--- config.mk ---
export PLATFORM = sky130hd
export DESIGN_NAME = route_decoder
export DESIGN_NICKNAME = d
export VERILOG_FILES = /design/src/rtl/route_pkg.sv /design/src/rtl/rt_global_table.sv /design/src/rtl/rt_local_tables.sv /design/src/rtl/rt_cache_match.sv /design/src/rtl/route_decoder.sv
export SDC_FILE = /design/constraint.sdc
export NUM_CORES = 2
export LEC_CHECK = 0
export BUFFER_PORTS_ARGS = -buffer_cell sky130_fd_sc_hd__buf_4
export CAP_MARGIN = 20
export CELL_PAD_IN_SITES_DETAIL_PLACEMENT = 1
export CELL_PAD_IN_SITES_GLOBAL_PLACEMENT = 1
export CORE_MARGIN = 5
export CORE_UTILIZATION = 55
export DETAILED_ROUTE_END_ITERATION = 16
export PLACE_DENSITY = 0.77
export SKIP_CTS_REPAIR_TIMING = 1
export SLEW_MARGIN = 5
export SYNTH_ARGS = -nofsm -noshare
export SYNTH_HDL_FRONTEND = slang
export SYNTH_SLANG_ARGS = --single-unit
--- constraint.sdc ---
create_clock -name clk_i -period 4.04 [get_ports clk_i]
set_input_delay 0.404 -clock clk_i [delete_from_list [all_inputs] [get_ports clk_i]]
set_output_delay 0.404 -clock clk_i [all_outputs]
set_load 0.05 [all_outputs]
--- src/rtl/route_pkg.sv ---
package route_pkg;
  typedef enum logic [1:0] {
    CFG_GLOBAL  = 2'd0,
    CFG_LOCAL   = 2'd1,
    CFG_MASK    = 2'd2,
    CFG_PATTERN = 2'd3
  } cfg_sel_e;
endpackage

--- src/rtl/rt_global_table.sv ---
module rt_global_table #(
  parameter int IDX_W = 8,
  parameter int CLU_W = 2
) (
  input  logic             clk_i,
  input  logic             rst_ni,
  input  logic             we_i,
  input  logic [IDX_W-1:0] widx_i,
  input  logic             wvalid_i,
  input  logic [CLU_W-1:0] wclu_i,
  input  logic [IDX_W-1:0] ridx_i,
  output logic             rvalid_o,
  output logic [CLU_W-1:0] rclu_o
);
  localparam int DEPTH = 1 << IDX_W;

  logic [DEPTH-1:0] valid_q;
  logic [CLU_W-1:0] clu_q [DEPTH];

  always_ff @(posedge clk_i or negedge rst_ni) begin
    if (!rst_ni) begin
      valid_q <= '0;
    end else if (we_i) begin
      valid_q[widx_i] <= wvalid_i;
    end
  end

  // payload needs no reset: qualified by valid_q
  always_ff @(posedge clk_i) begin
    if (we_i) clu_q[widx_i] <= wclu_i;
  end

  assign rvalid_o = valid_q[ridx_i];
  assign rclu_o   = clu_q[ridx_i];

  AST_GLB_WRITE: assert property (@(posedge clk_i) disable iff (!rst_ni)
    we_i |=> (valid_q[$past(widx_i)] == $past(wvalid_i)));
endmodule

--- src/rtl/rt_local_tables.sv ---
module rt_local_tables #(
  parameter int NUM_CLUSTERS = 4,
  parameter int CLU_W        = 2,
  parameter int LOC_W        = 4,
  parameter int TGT_W        = 4
) (
  input  logic             clk_i,
  input  logic             rst_ni,
  input  logic             we_i,
  input  logic [CLU_W-1:0] wclu_i,
  input  logic [LOC_W-1:0] wloc_i,
  input  logic             wvalid_i,
  input  logic [TGT_W-1:0] wtgt_i,
  input  logic [CLU_W-1:0] rclu_i,
  input  logic [LOC_W-1:0] rloc_i,
  output logic             rvalid_o,
  output logic [TGT_W-1:0] rtgt_o
);
  localparam int DEPTH = 1 << LOC_W;

  logic [NUM_CLUSTERS-1:0] clu_we;
  logic [NUM_CLUSTERS-1:0] clu_rvalid;
  logic [TGT_W-1:0]        clu_rtgt [NUM_CLUSTERS];

  for (genvar c = 0; c < NUM_CLUSTERS; c++) begin : g_clu
    logic [DEPTH-1:0] valid_q;
    logic [TGT_W-1:0] tgt_q [DEPTH];

    assign clu_we[c] = we_i && (int'(wclu_i) == c);

    always_ff @(posedge clk_i or negedge rst_ni) begin
      if (!rst_ni) begin
        valid_q <= '0;
      end else if (clu_we[c]) begin
        valid_q[wloc_i] <= wvalid_i;
      end
    end

    always_ff @(posedge clk_i) begin
      if (clu_we[c]) tgt_q[wloc_i] <= wtgt_i;
    end

    assign clu_rvalid[c] = valid_q[rloc_i];
    assign clu_rtgt[c]   = tgt_q[rloc_i];
  end

  always_comb begin
    rvalid_o = 1'b0;
    rtgt_o   = '0;
    if (int'(rclu_i) < NUM_CLUSTERS) begin
      rvalid_o = clu_rvalid[rclu_i];
      rtgt_o   = clu_rtgt[rclu_i];
    end
  end

  AST_ONE_CLUSTER_WRITE: assert property (@(posedge clk_i) disable iff (!rst_ni)
    $onehot0(clu_we));
endmodule

--- src/rtl/rt_cache_match.sv ---
module rt_cache_match #(
  parameter int ADDR_W  = 32,
  parameter int NUM_PAT = 4,
  parameter int PAT_W   = 2
) (
  input  logic              clk_i,
  input  logic              rst_ni,
  input  logic              we_mask_i,
  input  logic              we_pat_i,
  input  logic [PAT_W-1:0]  slot_i,
  input  logic [ADDR_W:0]   data_i,
  input  logic [ADDR_W-1:0] addr_i,
  output logic              hit_o
);
  logic [ADDR_W-1:0]  mask_q;
  logic [ADDR_W-1:0]  pat_q [NUM_PAT];
  logic [NUM_PAT-1:0] en_q;
  logic [NUM_PAT-1:0] match;
  logic [ADDR_W-1:0]  masked;

  assign masked = addr_i & mask_q;

  for (genvar p = 0; p < NUM_PAT; p++) begin : g_pat
    always_ff @(posedge clk_i or negedge rst_ni) begin
      if (!rst_ni) begin
        en_q[p]  <= 1'b0;
        pat_q[p] <= '0;
      end else if (we_pat_i && int'(slot_i) == p) begin
        en_q[p]  <= data_i[ADDR_W];
        pat_q[p] <= data_i[ADDR_W-1:0];
      end
    end
    assign match[p] = en_q[p] && (masked == pat_q[p]);
  end

  always_ff @(posedge clk_i or negedge rst_ni) begin
    if (!rst_ni) mask_q <= '0;
    else if (we_mask_i) mask_q <= data_i[ADDR_W-1:0];
  end

  assign hit_o = |match;

  AST_MASK_WRITE: assert property (@(posedge clk_i) disable iff (!rst_ni)
    we_mask_i |=> (mask_q == $past(data_i[ADDR_W-1:0])));
  AST_NO_HIT_DISABLED: assert property (@(posedge clk_i) disable iff (!rst_ni)
    (en_q == '0) |-> !hit_o);
endmodule

--- src/rtl/route_decoder.sv ---
module route_decoder
  import route_pkg::*;
#(
  parameter int ADDR_W       = 32,
  parameter int GLB_W        = 8,
  parameter int LOC_W        = 4,
  parameter int NUM_CLUSTERS = 4,
  parameter int CLU_W        = $clog2(NUM_CLUSTERS),
  parameter int TGT_W        = 4,
  parameter int NUM_PAT      = 4,
  parameter int SRC_W        = 10,
  parameter int SRC_GLB_W    = 8,
  parameter int CFG_IDX_W    = 8
) (
  input  logic                       clk_i,
  input  logic                       rst_ni,
  input  logic                       req_valid_i,
  input  logic [ADDR_W-1:0]          req_addr_i,
  output logic                       cmd_valid_o,
  output logic [CLU_W-1:0]           cmd_cluster_o,
  output logic [TGT_W-1:0]           cmd_target_o,
  output logic                       cmd_err_o,
  output logic                       cmd_cache_o,
  input  logic                       rsp_valid_i,
  input  logic [SRC_W-1:0]           rsp_srcid_i,
  output logic                       rsp_valid_o,
  output logic [SRC_GLB_W-1:0]       rsp_cluster_o,
  output logic [SRC_W-SRC_GLB_W-1:0] rsp_initiator_o,
  output logic                       rsp_err_o,
  input  logic                       cfg_we_i,
  input  logic [1:0]                 cfg_sel_i,
  input  logic [CFG_IDX_W-1:0]       cfg_idx_i,
  input  logic [ADDR_W:0]            cfg_data_i
);
  localparam int PAT_W = (NUM_PAT > 1) ? $clog2(NUM_PAT) : 1;
  localparam int SRC_LOC_W = SRC_W - SRC_GLB_W;

  cfg_sel_e sel;
  assign sel = cfg_sel_e'(cfg_sel_i);

  logic [GLB_W-1:0] glb_idx;
  logic [LOC_W-1:0] loc_idx;
  logic             g_valid, l_valid, hit, cache_hit;
  logic [CLU_W-1:0] g_clu;
  logic [TGT_W-1:0] l_tgt;

  assign glb_idx = req_addr_i[ADDR_W-1 -: GLB_W];
  assign loc_idx = req_addr_i[ADDR_W-GLB_W-1 -: LOC_W];

  rt_global_table #(.IDX_W(GLB_W), .CLU_W(CLU_W)) u_glb (
    .clk_i, .rst_ni,
    .we_i     (cfg_we_i && sel == CFG_GLOBAL),
    .widx_i   (cfg_idx_i[GLB_W-1:0]),
    .wvalid_i (cfg_data_i[ADDR_W]),
    .wclu_i   (cfg_data_i[CLU_W-1:0]),
    .ridx_i   (glb_idx),
    .rvalid_o (g_valid),
    .rclu_o   (g_clu)
  );

  rt_local_tables #(.NUM_CLUSTERS(NUM_CLUSTERS), .CLU_W(CLU_W),
                    .LOC_W(LOC_W), .TGT_W(TGT_W)) u_loc (
    .clk_i, .rst_ni,
    .we_i     (cfg_we_i && sel == CFG_LOCAL),
    .wclu_i   (cfg_idx_i[LOC_W +: CLU_W]),
    .wloc_i   (cfg_idx_i[LOC_W-1:0]),
    .wvalid_i (cfg_data_i[ADDR_W]),
    .wtgt_i   (cfg_data_i[TGT_W-1:0]),
    .rclu_i   (g_clu),
    .rloc_i   (loc_idx),
    .rvalid_o (l_valid),
    .rtgt_o   (l_tgt)
  );

  rt_cache_match #(.ADDR_W(ADDR_W), .NUM_PAT(NUM_PAT), .PAT_W(PAT_W)) u_cache (
    .clk_i, .rst_ni,
    .we_mask_i (cfg_we_i && sel == CFG_MASK),
    .we_pat_i  (cfg_we_i && sel == CFG_PATTERN),
    .slot_i    (cfg_idx_i[PAT_W-1:0]),
    .data_i    (cfg_data_i),
    .addr_i    (req_addr_i),
    .hit_o     (cache_hit)
  );

  assign hit = g_valid && l_valid;

  logic [SRC_GLB_W-1:0] src_clu;
  logic                 src_bad;
  assign src_clu = rsp_srcid_i[SRC_W-1 -: SRC_GLB_W];
  assign src_bad = int'(src_clu) >= NUM_CLUSTERS;

  always_ff @(posedge clk_i or negedge rst_ni) begin
    if (!rst_ni) begin
      cmd_valid_o     <= 1'b0;
      cmd_err_o       <= 1'b0;
      cmd_cache_o     <= 1'b0;
      cmd_cluster_o   <= '0;
      cmd_target_o    <= '0;
      rsp_valid_o     <= 1'b0;
      rsp_err_o       <= 1'b0;
      rsp_cluster_o   <= '0;
      rsp_initiator_o <= '0;
    end else begin
      cmd_valid_o     <= req_valid_i && hit;
      cmd_err_o       <= req_valid_i && !hit;
      cmd_cache_o     <= req_valid_i && cache_hit;
      cmd_cluster_o   <= (req_valid_i && hit) ? g_clu : '0;
      cmd_target_o    <= (req_valid_i && hit) ? l_tgt : '0;
      rsp_valid_o     <= rsp_valid_i;
      rsp_err_o       <= rsp_valid_i && src_bad;
      rsp_cluster_o   <= rsp_valid_i ? src_clu : '0;
      rsp_initiator_o <= rsp_valid_i ? rsp_srcid_i[SRC_LOC_W-1:0] : '0;
    end
  end

  AST_ERR_EXCLUSIVE: assert property (@(posedge clk_i) disable iff (!rst_ni)
    !(cmd_valid_o && cmd_err_o));
  AST_REQ_ANSWERED: assert property (@(posedge clk_i) disable iff (!rst_ni)
    req_valid_i |=> (cmd_valid_o || cmd_err_o));
  AST_IDLE_QUIET: assert property (@(posedge clk_i) disable iff (!rst_ni)
    !req_valid_i |=> !(cmd_valid_o || cmd_err_o || cmd_cache_o));
  AST_ERR_ZERO_DEST: assert property (@(posedge clk_i) disable iff (!rst_ni)
    cmd_err_o |-> (cmd_cluster_o == '0 && cmd_target_o == '0));
  AST_RSP_SPLIT: assert property (@(posedge clk_i) disable iff (!rst_ni)
    rsp_valid_i |=> (rsp_valid_o && {rsp_cluster_o, rsp_initiator_o} == $past(rsp_srcid_i)));
endmodule

==> impl_table.tex <==
\begin{tabular}{lr}
\hline
Metric & Value \\
\hline
\multicolumn{2}{l}{\textbf{Placement}} \\
Placed Instances & 4437 \\
GP Congestion & 0.846 \\
Quantity of I/O buffers inserted on ports & 110 \\
Final HPWL DP & 96100 um \\
\multicolumn{2}{l}{\textbf{Finish}} \\
Number of standard cells in the final layout excluding fillers & 4730 \\
Number of filler cells placed in the layout & 8191 \\
Sequential cell area in the final layout & 35700 um\^{}2 \\
Area of combinational cells with multiple inputs & 17100 um\^{}2 \\
Final Util & 0.633 \\
Commonest non-fill, non-tap cell in the layout & edfxtp\_1 \\
Area grow syn2layout & 13.8\% \\
Layout cell share with drive strength beyond 1 & 0.343 \\
Fin nets & 3429 \\
Highest-count cells in the layout ignoring fill and taps & edfxtp\_1, dfrtp\_1, mux2\_2 \\
\multicolumn{2}{l}{\textbf{Pwr}} \\
Power Density & 484 nW/um\^{}2 \\
Maximum resistive drop on vdd & 401 uV \\
Leak & 23.0 nW \\
Post-route total power & 0.0296 W \\
\multicolumn{2}{l}{\textbf{Synthesis}} \\
Area contributors post-synth & edfxtp\_1, dfrtp\_1, mux4\_2 \\
Nets in the synthesized netlist & 3227 \\
Sequential fraction of the synthesis area & 0.663 \\
Commonest register cell after synthesis & edfxtp\_1 \\
Synthesized cell area & 53800 um\^{}2 \\
Fraction of synthesized cell area taken by the top area cell type & 0.428 \\
Synth cell types & 59 \\
Cell type with the largest total area after synthesis & edfxtp\_1 \\
Fraction of registers with async set or reset after synthesis & 0.397 \\
Number of enable flip-flop cells after synthesis & 768 \\
Gate count after technology mapping & 3137 \\
Yosys reg bits & 1273 \\
Number of warning messages in the yosys log & 0 \\
Mapped Avg Cell Area & 17.2 um\^{}2 \\
\multicolumn{2}{l}{\textbf{STA}} \\
Post-layout min period & 3630 ps \\
Post-Route Skew & 20.8 ps \\
Post-route fraction of the period consumed by the critical path & 0.900 \\
Hold Vio Cnt, Final & 0 \\
Setup repair after global routing missed its margin & no \\
Least-Margin Pin Slew & 1020 ps \\
Total Neg Setup Slack & 0 ps \\
Total setup violations reported at the end of the flow & 0 \\
Count of final max-slew check failures & 0 \\
Hold slack & 223 ps \\
Normalized max-slew margin & 0.321 \\
Max Freq & 275 MHz \\
\multicolumn{2}{l}{\textbf{Floorplanning}} \\
Number of placement rows & 114 \\
Die area & 104000 um\^{}2 \\
Starting density of the core & 0.556 \\
Core Box Area & 96900 um\^{}2 \\
Top-level port count & 111 \\
Die Height & 323 um \\
Width of the chip & 323 um \\
\multicolumn{2}{l}{\textbf{CTS}} \\
Root Buffer Master & clkbuf\_16 \\
Clock transition at the registers of the reported paths & 60 ps \\
Clock sink total & 1273 \\
Inserted Clock Buffers & 134 \\
Clock tree from TritonCTS & yes \\
Worst-skew pair later-pin latency & 750 ps \\
Number of levels in the clock H-tree & 4 \\
Maximum number of buffers from clock root to sink & 3 \\
\multicolumn{2}{l}{\textbf{Routing}} \\
Wire per inst & 32.2 um \\
Routed vias/inst & 6.48 \\
Drt first pass iters & 5 \\
Residual antenna-violating net count after detailed routing & 0 \\
\# DRC & 0 \\
Number of DRC markers in iteration 0 & 3117 \\
Total Wirelength & 152000 um \\
Total vias in the final route & 30.7k \\
\multicolumn{2}{l}{\textbf{Hold path}} \\
Class of the most critical hold timing path & primary input to asynchronous set/reset pin \\
\multicolumn{2}{l}{\textbf{GRT}} \\
First-pass GRT wire length & 227000 um \\
Antenna violations before repair & 6 \\
GRT overflow & 0 \\
Largest net degree at the start of global routing & 143 \\
Global Route Usage Sum & 0.296 \\
Vias in the first global route & 33.3k \\
\multicolumn{2}{l}{\textbf{Worst setup path}} \\
Critical Path End Type & register \\
Required arrival time at the worst endpoint & 4640 ps \\
CP cell instances & mux4\_1 > mux4\_2 > nor2\_1 > a21oi\_1 > a31oi\_1 > buf\_4 > a2111o\_1 > mux2i\_1 > mux2\_2 > a2111oi\_1 \\
Classification of the worst setup path & register to register \\
Critical Path Slowest Stage Cell & mux4\_1 \\
Crit path arrival time & 4230 ps \\
Worst stage delay on the critical path & 520 ps \\
Highest net fanout along the worst path & 6 \\
Element type at the critical path start & register \\
\multicolumn{2}{l}{\textbf{Outcome}} \\
Outcome & completed \\
\multicolumn{2}{l}{\textbf{Job}} \\
Max\_cap viols & 0 \\
\hline
\end{tabular}
[per-layer routing]
layer | part of all wire | track usage | up-vias
met5 | 0.00027 | 0 | -
met4 | 0.032 | 0.0945 | 6
met3 | 0.077 | 0.0703 | 301
met2 | 0.49 | 0.481 | 1351
met1 | 0.40 | 0.402 | 16500
li1 | - | - | 12500
[cells by family (layout without fill, tap and decap cells)]
logic type / count (synthesis) / in the layout / share of synthesized area
buffers and inverters: 197 / 512 / 0.0188
AOI/OAI and AO/OA: 135 / 135 / 0.0177
xor gates and xnor gates: 128 / 128 / 0.0208
and+or+nand+nor: 576 / 576 / 0.0474
DFF: 1273 / 1273 / 0.663
other: 0 / 2 / 0
muxes: 828 / 828 / 0.232
[flip-flops by register name, indices dropped and copies added (netlist names), 2 cells and up]
name,cells
u_loc.g_clu.tgt_q,256
u_cache.pat_q,128
rsp_initiator_o,2
cmd_target_o,4
u_glb.clu_q,512
u_loc.g_clu.valid_q,64
u_glb.valid_q,256
cmd_cluster_o,2
u_cache.en_q,4
u_cache.mask_q,32
rsp_cluster_o,8
[report_power, final]
group / internal [W] / switching (W)
Sequential: 0.0143 / 0.000313
Clock: 0.00743 / 0.00514
Combinational: 0.00106 / 0.00143
[area by class of cell]
cell class,instances,area share
Multi-Input combinational cell,1667,0.280
Inverter,4,0.000245
Timing Repair Buffer,259,0.0379
Clock buffer,195,0.0637
Clock inverter,54,0.00962
Sequential cell,1273,0.583
Antenna cell,2,0.0000817
Tap cell,1276,0.0261
[metrics by stage]
| step | setup WS [ps] | area, um^2 |
|---|---|---|
| 3_3_place_gp | -304 | 56300 |
| 5_1_grt | 291 | 61300 |
| 6_report | 406 | 61300 |
| 3_5_place_dp | 1.74 | 56300 |
| 4_1_cts | 407 | 60800 |
| 2_1_floorplan | 943 | 53800 |
[worst max-delay path: cells and delay by family (launching register included)]
kind            cells  cell delay (ps)
flops               1              370
compound gates      4             1270
mux                 4             1510
buf+inv             1              200
simple gates        1              140
[final timing paths]
check / cells after the start / endpoint / from / slack [ps]
hold / removal: 2 / u_glb.valid_q[89] / rst_ni / 220
min in group clk_i: 1 / u_loc.g_clu[1].tgt_q[1][2] / cfg_data_i[2] / 290
max in group asynchronous: 3 / u_glb.valid_q[153] / rst_ni / 2590
setup reg to reg: 10 / cmd_target_o[0] / u_glb.clu_q[236][1] / 410
setup / recovery: 10 / cmd_target_o[0] / u_glb.clu_q[236][1] / 410
hold reg to reg: 1 / u_glb.valid_q[158] / u_glb.valid_q[158] / 500
[cells in the mapped netlist, types with 5 or more instances]
library cell,number
a21oi_1,32
a22oi_1,53
a31oi_1,6
and2_1,14
buf_1,9
buf_2,26
buf_4,22
buf_6,11
clkbuf_1,120
dfrtp_1,505
edfxtp_1,768
mux2_2,493
mux2i_1,53
mux4_1,15
mux4_2,267
nand2_1,79
nand3_1,38
nand4_1,39
nor2_1,339
nor2b_1,22
nor3_1,5
nor3b_1,5
nor4_1,14
o21ai_0,7
xnor2_1,16
xor2_1,112
No activity file was read; power rests on OpenSTA's default activity.
